**src/rtl/hld_pkg.sv**
```systemverilog
package hld_pkg;
  localparam int HLD_FIELD_W = 6;

  typedef enum logic {
    PH_LOW  = 1'b0,
    PH_HIGH = 1'b1
  } phase_e;
endpackage

```
**src/rtl/hld_encode.sv**
```systemverilog
module hld_encode #(
  parameter int W = hld_pkg::HLD_FIELD_W,
  localparam int RW = W + 2,
  localparam int CW = 2 * W + 2
) (
  input  logic [RW-1:0] n_i,
  output logic [CW-1:0] word_o
);
  localparam logic [RW-1:0] MAXN = {2'b10, {W{1'b0}}};

  logic [RW-1:0] n_sat;
  logic [RW-1:0] hi_v;
  logic [RW-1:0] lo_v;

  always_comb begin
    n_sat  = (n_i > MAXN) ? MAXN : n_i;
    hi_v   = n_sat >> 1;
    lo_v   = n_sat - hi_v;
    word_o = '0;
    if (n_sat <= RW'(1)) begin
      word_o[2*W] = 1'b1;
    end else begin
      word_o[W-1:0]   = lo_v[W-1:0];
      word_o[2*W-1:W] = hi_v[W-1:0];
      word_o[2*W+1]   = n_sat[0];
    end
    if (n_sat > RW'(1)) begin
      AST_ENC_SPLIT: assert ((hi_v + lo_v) == n_sat && (lo_v - hi_v) <= RW'(1));
    end
  end
endmodule

```
**src/rtl/hld_core.sv**
```systemverilog
module hld_core #(
  parameter int W = hld_pkg::HLD_FIELD_W,
  localparam int CTW = W + 1,
  localparam int RW = W + 2,
  localparam int CW = 2 * W + 2
) (
  input  logic          clk_i,
  input  logic          rst_i,
  input  logic [CW-1:0] cfg_i,
  output logic          ph_hi_o,
  output logic          edge_o,
  output logic          nc_o,
  output logic [RW-1:0] ratio_o
);
  import hld_pkg::*;

  localparam logic [CTW-1:0] FULL = {1'b1, {W{1'b0}}};

  logic [W-1:0]   f_lo, f_hi;
  logic           f_nc, f_edge;
  logic [CTW-1:0] dec_lo, dec_hi;
  logic [RW-1:0]  new_ratio;

  phase_e         ph;
  logic [CTW-1:0] cnt;
  logic [CTW-1:0] act_hi, act_lo;
  logic           act_edge, act_nc;
  logic           load_pend;
  logic [RW-1:0]  ratio_q;
  logic           period_end;

  always_comb begin
    f_lo      = cfg_i[W-1:0];
    f_hi      = cfg_i[2*W-1:W];
    f_nc      = cfg_i[2*W];
    f_edge    = cfg_i[2*W+1];
    dec_lo    = (f_lo == '0) ? FULL : {1'b0, f_lo};
    dec_hi    = (f_hi == '0) ? FULL : {1'b0, f_hi};
    new_ratio = f_nc ? RW'(1) : ({1'b0, dec_hi} + {1'b0, dec_lo});
  end

  assign period_end = act_nc || ((ph == PH_LOW) && (cnt == act_lo));

  always_ff @(posedge clk_i) begin
    if (rst_i) begin
      ph        <= PH_LOW;
      cnt       <= '0;
      act_hi    <= '0;
      act_lo    <= '0;
      act_edge  <= 1'b0;
      act_nc    <= 1'b0;
      load_pend <= 1'b1;
      ratio_q   <= '0;
    end else if (load_pend || period_end) begin
      act_hi    <= dec_hi;
      act_lo    <= dec_lo;
      act_edge  <= f_edge & ~f_nc;
      act_nc    <= f_nc;
      ratio_q   <= new_ratio;
      ph        <= PH_HIGH;
      cnt       <= CTW'(1);
      load_pend <= 1'b0;
    end else if ((ph == PH_HIGH) && (cnt == act_hi)) begin
      ph  <= PH_LOW;
      cnt <= CTW'(1);
    end else begin
      cnt <= cnt + CTW'(1);
    end
  end

  assign ph_hi_o = (ph == PH_HIGH);
  assign edge_o  = act_edge;
  assign nc_o    = act_nc;
  assign ratio_o = ratio_q;

  AST_HIGH_LEN: assert property (@(posedge clk_i) disable iff (rst_i)
    (!load_pend && !act_nc && ph == PH_HIGH) |-> (cnt >= CTW'(1) && cnt <= act_hi));
  AST_LOW_LEN: assert property (@(posedge clk_i) disable iff (rst_i)
    (!load_pend && !act_nc && ph == PH_LOW) |-> (cnt >= CTW'(1) && cnt <= act_lo));
  AST_CFG_HOLD: assert property (@(posedge clk_i) disable iff (rst_i)
    (!load_pend && !period_end) |=> ($stable(act_hi) && $stable(act_lo)
      && $stable(act_edge) && $stable(act_nc) && $stable(ratio_q)));
  AST_BYPASS_RATIO: assert property (@(posedge clk_i) disable iff (rst_i)
    (!load_pend && act_nc) |-> (ratio_q == RW'(1)));
endmodule

```
**src/rtl/hld_halfstage.sv**
```systemverilog
module hld_halfstage (
  input  logic clk_i,
  input  logic rst_i,
  input  logic d_i,
  output logic q_o
);
  always_ff @(negedge clk_i) begin
    if (rst_i) q_o <= 1'b0;
    else       q_o <= d_i;
  end
endmodule

```
**src/rtl/hl_clk_divider.sv**
```systemverilog
module hl_clk_divider #(
  parameter int W = hld_pkg::HLD_FIELD_W,
  localparam int RW = W + 2,
  localparam int CW = 2 * W + 2
) (
  input  logic          clk_i,
  input  logic          rst_i,
  input  logic          use_int_i,
  input  logic [RW-1:0] div_int_i,
  input  logic [CW-1:0] cfg_raw_i,
  output logic          clk_div_o,
  output logic [RW-1:0] ratio_o
);
  logic [CW-1:0] enc_word;
  logic [CW-1:0] cfg_sel;
  logic          ph_hi, edge_en, nc_en, ph_hi_neg;

  hld_encode #(.W(W)) u_enc (
    .n_i    (div_int_i),
    .word_o (enc_word)
  );

  assign cfg_sel = use_int_i ? enc_word : cfg_raw_i;

  hld_core #(.W(W)) u_core (
    .clk_i   (clk_i),
    .rst_i   (rst_i),
    .cfg_i   (cfg_sel),
    .ph_hi_o (ph_hi),
    .edge_o  (edge_en),
    .nc_o    (nc_en),
    .ratio_o (ratio_o)
  );

  hld_halfstage u_half (
    .clk_i (clk_i),
    .rst_i (rst_i),
    .d_i   (ph_hi),
    .q_o   (ph_hi_neg)
  );

  assign clk_div_o = nc_en ? clk_i : (ph_hi | (edge_en & ph_hi_neg));

  AST_RESET_RATIO: assert property (@(posedge clk_i)
    $past(rst_i) |-> (ratio_o == '0));
endmodule

```
**config.mk**
```make
export PLATFORM = sky130hd
export DESIGN_NAME = hl_clk_divider
export DESIGN_NICKNAME = d
export VERILOG_FILES = /design/src/rtl/hld_pkg.sv /design/src/rtl/hld_encode.sv /design/src/rtl/hld_core.sv /design/src/rtl/hld_halfstage.sv /design/src/rtl/hl_clk_divider.sv
export SDC_FILE = /design/constraint.sdc
export NUM_CORES = 1
export LEC_CHECK = 0
export BUFFER_PORTS_ARGS = -buffer_cell sky130_fd_sc_hd__buf_2
export CAP_MARGIN = 20
export CORE_MARGIN = 8
export CORE_UTILIZATION = 58
export CTS_CLUSTER_DIAMETER = 100
export DETAILED_ROUTE_END_ITERATION = 10
export PLACE_DENSITY_LB_ADDON = 0.15
export SLEW_MARGIN = 20
export SYNTH_ARGS = -nofsm -noshare
export SYNTH_HDL_FRONTEND = slang
export SYNTH_HIERARCHICAL = 1
export SYNTH_SLANG_ARGS = --single-unit
```
**constraint.sdc**
```tcl
create_clock -name clk_i -period 6.3 [get_ports clk_i]
set_clock_uncertainty 0.2 [all_clocks]
set_input_delay 0.945 -clock clk_i [delete_from_list [all_inputs] [get_ports clk_i]]
set_output_delay 0.945 -clock clk_i [all_outputs]
set_load 0.1 [all_outputs]
```
# Yosys cells after proc, flatten, opt, wreduce, memory -nomap -nowiden
# Cells that the tools add are included.
# Widths: inputs -> output; s select.
[op_classes] add_sub_neg=3 n_lt_le_gt_ge=2 eq_ne=2 n_mux=13 bitwise_logic=5 n_reduce_logical=8
[ops] operator="$mux 8" n=2
[ops] operator="$eq 7x7->1" n=2
[ops] operator="$mux 14" n=1
[ops] operator="$mux 7" n=2
[ops] operator="$logic_not 6->1" n=2
[ops] operator="$mux 12" n=1
[ops] operator="$add 7x7->8" n=1
[ops] operator="$gt 8x8->1 const B" n=1
[ops] operator="$le 8x1->1 const B" n=1
[ops] operator="$add 7x1->7 const B" n=1
[ops] operator="$mux 1" n=7
[ops] operator="$sub 6x6->6" n=1
[ops] operator="$reduce_or 3->1" n=1
[ops] operator="$and 1x1->1" n=2
[ops] operator="$logic_and 1x1->1" n=2
[ops] operator="$logic_or 1x1->1" n=2
[ops] operator="$not 1->1" n=2
[ops] operator="$reduce_bool 2->1" n=1
[ops] operator="$or 1x1->1" n=1
[totals] regBits=34 input_bits=25

# Logic depth before layout (Yosys ltp)
# Gate-level depths: netlist of run 1.
[logic_depth] ltp_word=9 mapped_depth=19

# Hierarchy
# The synthesis of run 1 kept the hierarchy.
[modules_own_cells] mod="hld_core" n_inst=1 cells_per_inst=195 area_each_um2=1760.4 seq_area_each_um2=660.6
[modules_own_cells] mod="hld_encode" n_inst=1 cells_per_inst=63 area_each_um2=473.0 seq_area_each_um2=0.0
[modules_own_cells] mod="hl_clk_divider" n_inst=1 cells_per_inst=18 area_each_um2=185.2 seq_area_each_um2=0.0
[modules_own_cells] mod="hld_halfstage" n_inst=1 cells_per_inst=3 area_each_um2=37.5 seq_area_each_um2=20.0

==> flow_summary.toml, run 1 <==
[clock_network]
clock_latency_ns = 0.28
cts_setup_buffers = 0
clkTransAtPathRegs_ns = 0.06
htree_num_levels = 2
cts_resized = 0
cts_buffer_depth = 2
cts_root_buffer = "clkbuf_8"
cts_tree = "done"
cts_buffers = 5
ctsHoldBuffers = 0

[outcome]
outcome = "finished clean"

[cells_and_area]
final_cell_count_no_fill = 347
layout.cells.most_common = "nor2_1"
nFillCells = 349
antenna_cells = 0
syn_to_final_growth_pct = 9.985
nNetsFinal = 342
final_cell_mix = "40 x nor2_1, 34 x dfxtp_1, 33 x buf_2, 19 x ha_1, 17 x mux2i_1"
layout-drive-gt1-share = 0.2357
final_area_mm2 = 0.002701

[worst_setup_path]
crit_slowest_cell = "buf_2"
cp-start-kind = "flop"
arrival_ns = 4.39
crit_chain = "a211oi_1 > a21oi_1 > buf_2"
rrSetupSlack_ns = 2.39
worst-path-buf-inv = 1
r2r_start = "u_core/ph_hi_o$_SDFFE_PP0P_"
r2r_cells = 1
crit_family = "buffers and inverters"
max_stage_delay_ns = 0.44
required_ns = 5.15
path_class = "flop to output port"
reg2reg_to = "u_half/q_o$_SDFF_NP0_"
cp_max_fo = 1
cp-end-kind = "output port"

[yosys]
synth_cell_type_count = 49
syn-cell-area_mm2 = 0.002456
synth-edff-count = 0
synth.yosys.seq_area_share = 0.2771
syn_inst = 279
synth_warnings = 6
ys.flop_type = "dfxtp_1"
syn_avg_cell_area_um2 = 8.803
ys_ff_latch = 34
async_flop_share = 0
syn_nets = 325

[route]
ant_nets = 0
vias = 1937
routedWlPerCell_um = 15.13
drtIter0Drc = 63
drt_pass1_iterations = 4
via_per_inst = 5.582
routed_wl_mm = 5.251
drc = 0

[floorplan]
die_x_um = 81.08
start_util = 0.6096
die-area_mm2 = 0.006573
rows = 23
core_area_mm2 = 0.004029
io_pins = 34
die_h_um = 81.08

[pwr]
p_int_uw = 470.5
power_density_mw_per_mm2 = 273.4
switching_share = 0.3628
leakage_uw = 0.001248
irDropWorstVdd_mv = 0.2376
power_frac_comb = 0.352
clkPwrFrac = 0.311
p_sw_uw = 267.9
seq_power_share = 0.336

[sta]
layout_setup_ws_ns = 0.7655
slew_headroom = 0.5317
slew_violations = 0
rsz0062_at_grt = "false"
tns_ns = 0
finalHoldViolCount = 0
worstMarginPinSlew_ns = 0.7001
setup_viol = 0
holdWs_ns = 0.2529

[placement]
port_buffers = 33
place.gp.congestion = 0.8864
dp_hpwl_mm = 4.005
placed_cell_area_mm2 = 0.002580
pre_cts_ws_ns = 1.137
placed_cells = 339

[min_path]
whs_path_depth = 2
hp-start = "u_core/ratio_o[2]$_SDFFE_PP0P_"
hold_class = "flop to flop"
holdPathEnd = "u_core/ratio_o[2]$_SDFFE_PP0P_"

[global_routing]
antenna_found_initial = 0
grt_first_pass_wirelength_mm = 8.763
grt_max_degree = 30
grt_pass1_vias = 1886
grtUsageTotal = 0.1693
grt.overflow.total = 0

[run]
max_cap_viol_count = 0
cells by family after synthesis:
| family | synth area share |
|---|---|
| XOR/XNOR | 0.07845 |
| multiplexers | 0.1335 |
| AO/OA/AOI/OAI | 0.1263 |
| AND/OR/NAND/NOR | 0.2002 |
| adder cells (fa/ha/maj) | 0.1131 |
| flip-flops | 0.2771 |
| buffers and inverters | 0.07131 |
tightest hold or removal path: stages, from the launching register on:
cell	delay [ns]
dfxtp_1	0.31
nand2_1	0.05
a21oi_1	0.05
flip-flops by register name, summed over array words and instances, names as in the netlist:
register / flops
u_core/act_hi: 7
u_core/act_lo: 7
u_core/cnt: 7
u_core/edge_o: 1
u_core/load_pend: 1
u_core/nc_o: 1
u_core/ph_hi_o: 1
u_core/ratio_o: 8
u_half/q_o: 1
per-stage QoR:
step	util	total power, uW
2_1_floorplan	-	481.2
3_3_place_gp	0.6404	522.4
3_5_place_dp	0.6404	525.6
4_1_cts	0.6705	742.7
5_1_grt	0.6705	781.5
6_report	0.6705	738.4
worst max-delay path by stage:
stage                                      from  slack, ns  cells past startpoint        end
after CTS                 u_half/q_o$_SDFF_NP0_       0.74                      3  clk_div_o
after floorplan           u_half/q_o$_SDFF_NP0_       0.19                      2  clk_div_o
final                     u_half/q_o$_SDFF_NP0_       0.77                      3  clk_div_o
after detailed placement  u_half/q_o$_SDFF_NP0_       1.14                      3  clk_div_o
after global placement    u_half/q_o$_SDFF_NP0_       1.14                      3  clk_div_o
after global routing      u_half/q_o$_SDFF_NP0_       0.64                      3  clk_div_o
power by group through the flow:
stage                     clock, uW  combinational, uW  sequential [uW]
after floorplan                14.3                161              306
after global placement         15.2                255              253
after detailed placement       15.2                257              253
after CTS                       235                259              248
after global routing            250                280              251
final                           230                260              248
area by class of cell:
| cell class | instances | area (um^2) | share of cell area |
|---|---|---|---|
| well taps | 50 | 62.56 | 0.02316 |
| clock buffers | 6 | 73.82 | 0.02733 |
| inverters | 11 | 41.29 | 0.01528 |
| flip-flops and latches | 34 | 680.7 | 0.2520 |
| multi-input cells | 207 | 1608 | 0.5952 |
| repair buffers | 34 | 175.2 | 0.06484 |
| clock inverters | 5 | 60.06 | 0.02223 |
metal layers:
layer,vias to the layer above,global-route usage,share of wire
li1,986,-,-
met1,908,0.2019,0.46
met2,41,0.2807,0.48
met3,2,0.05408,0.057
met4,0,0.05714,0.0063
met5,-,0,0
synthesized netlist by cell type, types with 2 or more instances:
library cell / n / share of area
nor2_1: 40 / 0.061
dfxtp_1: 34 / 0.28
ha_1: 19 / 0.097
clkbuf_1: 18 / 0.028
mux2i_1: 17 / 0.069
xor2_1: 16 / 0.057
mux2_2: 14 / 0.064
a21oi_1: 12 / 0.024
nand2_1: 10 / 0.015
inv_1: 9 / 0.014
nor2b_1: 8 / 0.020
a211oi_1: 7 / 0.021
xnor2_1: 6 / 0.021
nand2b_1: 5 / 0.013
inv_2: 4 / 0.0061
nor3_1: 4 / 0.0082
or4_1: 4 / 0.012
a21o_1: 3 / 0.0092
a311o_1: 3 / 0.012
buf_6: 3 / 0.014
nand3_1: 3 / 0.0061
nor3b_1: 3 / 0.0092
buf_2: 2 / 0.0041
buf_4: 2 / 0.0061
fa_1: 2 / 0.016
nand3b_1: 2 / 0.0061
nor4_1: 2 / 0.0051
nor4b_1: 2 / 0.0071
o21a_1: 2 / 0.0061
o21ai_0: 2 / 0.0041
o21ai_1: 2 / 0.0041
or3b_2: 2 / 0.0071
(Power assumes the default switching activity.)
==> run 2, diff against run 1 <==
--- a/config.mk
+++ b/config.mk
@@ -11,7 +11,7 @@
 export CORE_UTILIZATION = 58
 export CTS_CLUSTER_DIAMETER = 100
 export DETAILED_ROUTE_END_ITERATION = 10
-export PLACE_DENSITY_LB_ADDON = 0.15
+export PLACE_DENSITY_LB_ADDON = 0.2
 export SLEW_MARGIN = 20
 export SYNTH_ARGS = -nofsm -noshare
 export SYNTH_HDL_FRONTEND = slang
==> run 2 against run 1 <==
Effect of this change: setup slack got worse by 0.0083 ns; clock power rose by 10%; cell area rose by 0.42%; global-route usage rose by 0.62 points; combinational power barely moved; hold slack got worse by 0.0010 ns; wire length rose by 1.3%; via count rose by 1.1%; non-clock buffer count did not move; sequential power barely moved; critical path type unchanged.
==> flow_summary.toml, run 2 (synthesized netlist as in run 1, its figures left out) <==
[cells_and_area]
largest_reg_flops = 8
final_cell_mix = "40 x nor2_1, 34 x dfxtp_1, 33 x buf_2, 19 x ha_1, 17 x mux2i_1"
nFillCells = 363
multiInputGateArea_mm2 = 0.001608
final-seq-area_um2 = 680.7
final_cell_count_no_fill = 347
antenna_cells = 0
nNetsFinal = 342
layout.cells.most_common = "nor2_1"
layout-drive-gt1-share = 0.2323
syn_to_final_growth_pct = 10.44
final_area_mm2 = 0.002713

[pwr]
seq_power_share = 0.326
irDropWorstVdd_mv = 0.3564
p_int_uw = 492.4
leakage_uw = 0.001246
power_density_mw_per_mm2 = 281.4
switching_share = 0.3550
clkPwrFrac = 0.332
power_frac_comb = 0.342
p_sw_uw = 271.0

[worst_setup_path]
cp-end-kind = "output port"
cp-start-kind = "flop"
path_class = "flop to output port"
crit_chain = "a211oi_1 > a21oi_1 > buf_2"
cp_max_fo = 1
crit_slowest_cell = "buf_2"
arrival_ns = 4.40
required_ns = 5.15
max_stage_delay_ns = 0.44

[placement]
placed_cells = 339
placed_cell_area_mm2 = 0.002580
dp_hpwl_mm = 4.075
place.gp.congestion = 0.8712
pre_cts_ws_ns = 1.135
port_buffers = 33

[route]
wl_met2_mm = 2.568
via_per_inst = 5.643
routedWlPerCell_um = 15.33
drc = 0
m1WireLength_mm = 2.413
top_layer_used = "met4"
routed_wl_mm = 5.321
vias = 1958
drtIter0Drc = 116
wl_met3_um = 248
ant_nets = 0
drt_pass1_iterations = 6

[floorplan]
core_area_mm2 = 0.004029
die_x_um = 81.08
io_pins = 34
start_util = 0.6096
rows = 23
die-area_mm2 = 0.006573
die_h_um = 81.08

[min_path]
hold_class = "flop to flop"

[sta]
setup_viol = 0
tns_ns = 0
finalHoldViolCount = 0
layout_setup_ws_ns = 0.7572
slew_violations = 0
slew_headroom = 0.5542
worstMarginPinSlew_ns = 0.6665
rsz0062_at_grt = "false"

[clock_network]
cts_resized = 0
clock_latency_ns = 0.29
cts_tree = "done"
ctsHoldBuffers = 0
cts_buffers = 5
clkTransAtPathRegs_ns = 0.06
htree_num_levels = 2
cts_root_buffer = "clkbuf_8"
cts_buffer_depth = 2
cts_setup_buffers = 0

[global_routing]
grt_max_degree = 30
grt_first_pass_wirelength_mm = 9.128
grt.overflow.total = 0
grtUsageTotal = 0.1755
antenna_found_initial = 0
grt_pass1_vias = 2003

[outcome]
outcome = "finished clean"

[run]
max_cap_viol_count = 0
-- run 2: changes by cell type in the layout (fill, tap and decap cells not counted), sizes merged --
cell and change:
clkbuf +1, clkinv -1
-- run 2: final cells by class --
| class | count | share of cell area |
|---|---|---|
| multi-input combinational | 207 | 0.5927 |
| sequential | 34 | 0.2509 |
| timing repair buffer | 34 | 0.06458 |
| clock buffer | 7 | 0.02860 |
| clock inverter | 4 | 0.02491 |
| tap | 50 | 0.02306 |
| inverter | 11 | 0.01522 |
-- run 2: power by group through the flow --
| stage | Sequential (uW) | Clock (uW) | Combinational [uW] |
|---|---|---|---|
| after floorplan | 306 | 14.3 | 161 |
| after global placement | 253 | 15.2 | 255 |
| after detailed placement | 253 | 15.2 | 259 |
| after CTS | 249 | 259 | 261 |
| after global routing | 251 | 271 | 285 |
| final | 249 | 254 | 261 |
-- run 2: routing by layer --
metal / vias up / GRT usage
met5: - / 0
met4: 0 / 0.07321
met3: 9 / 0.04084
met2: 39 / 0.2895
met1: 925 / 0.2146
li1: 985 / -
-- run 2: worst max-delay path, delay by kind of cell, from the launching register on --
kind                   cells  cell delay [ns]
AOI/OAI and AO/OA          2             0.17
DFF                        1             0.29
buffers and inverters      1             0.44
-- run 2: worst paths after layout --
check | from | end | slack, ns | cells after the start
max | u_half/q_o$_SDFF_NP0_ | clk_div_o | 0.76 | 3
min | u_core/ratio_o[4]$_SDFFE_PP0P_ | u_core/ratio_o[4]$_SDFFE_PP0P_ | 0.25 | 2
max reg2reg | u_core/ph_hi_o$_SDFFE_PP0P_ | u_half/q_o$_SDFF_NP0_ | 2.37 | 1
min reg2reg | u_core/ratio_o[4]$_SDFFE_PP0P_ | u_core/ratio_o[4]$_SDFFE_PP0P_ | 0.25 | 2
-- run 2: metrics by stage --
| step | power, uW | util | hold slack (ns) |
|---|---|---|---|
| after CTS | 768.7 | 0.6733 | 0.2586 |
| after global routing | 807.0 | 0.6733 | 0.2843 |
| after global placement | 522.7 | 0.6404 | 0.2390 |
| final | 763.4 | 0.6733 | 0.2519 |
| after floorplan | 481.2 | - | 0.2322 |
| after detailed placement | 528.1 | 0.6404 | 0.2478 |
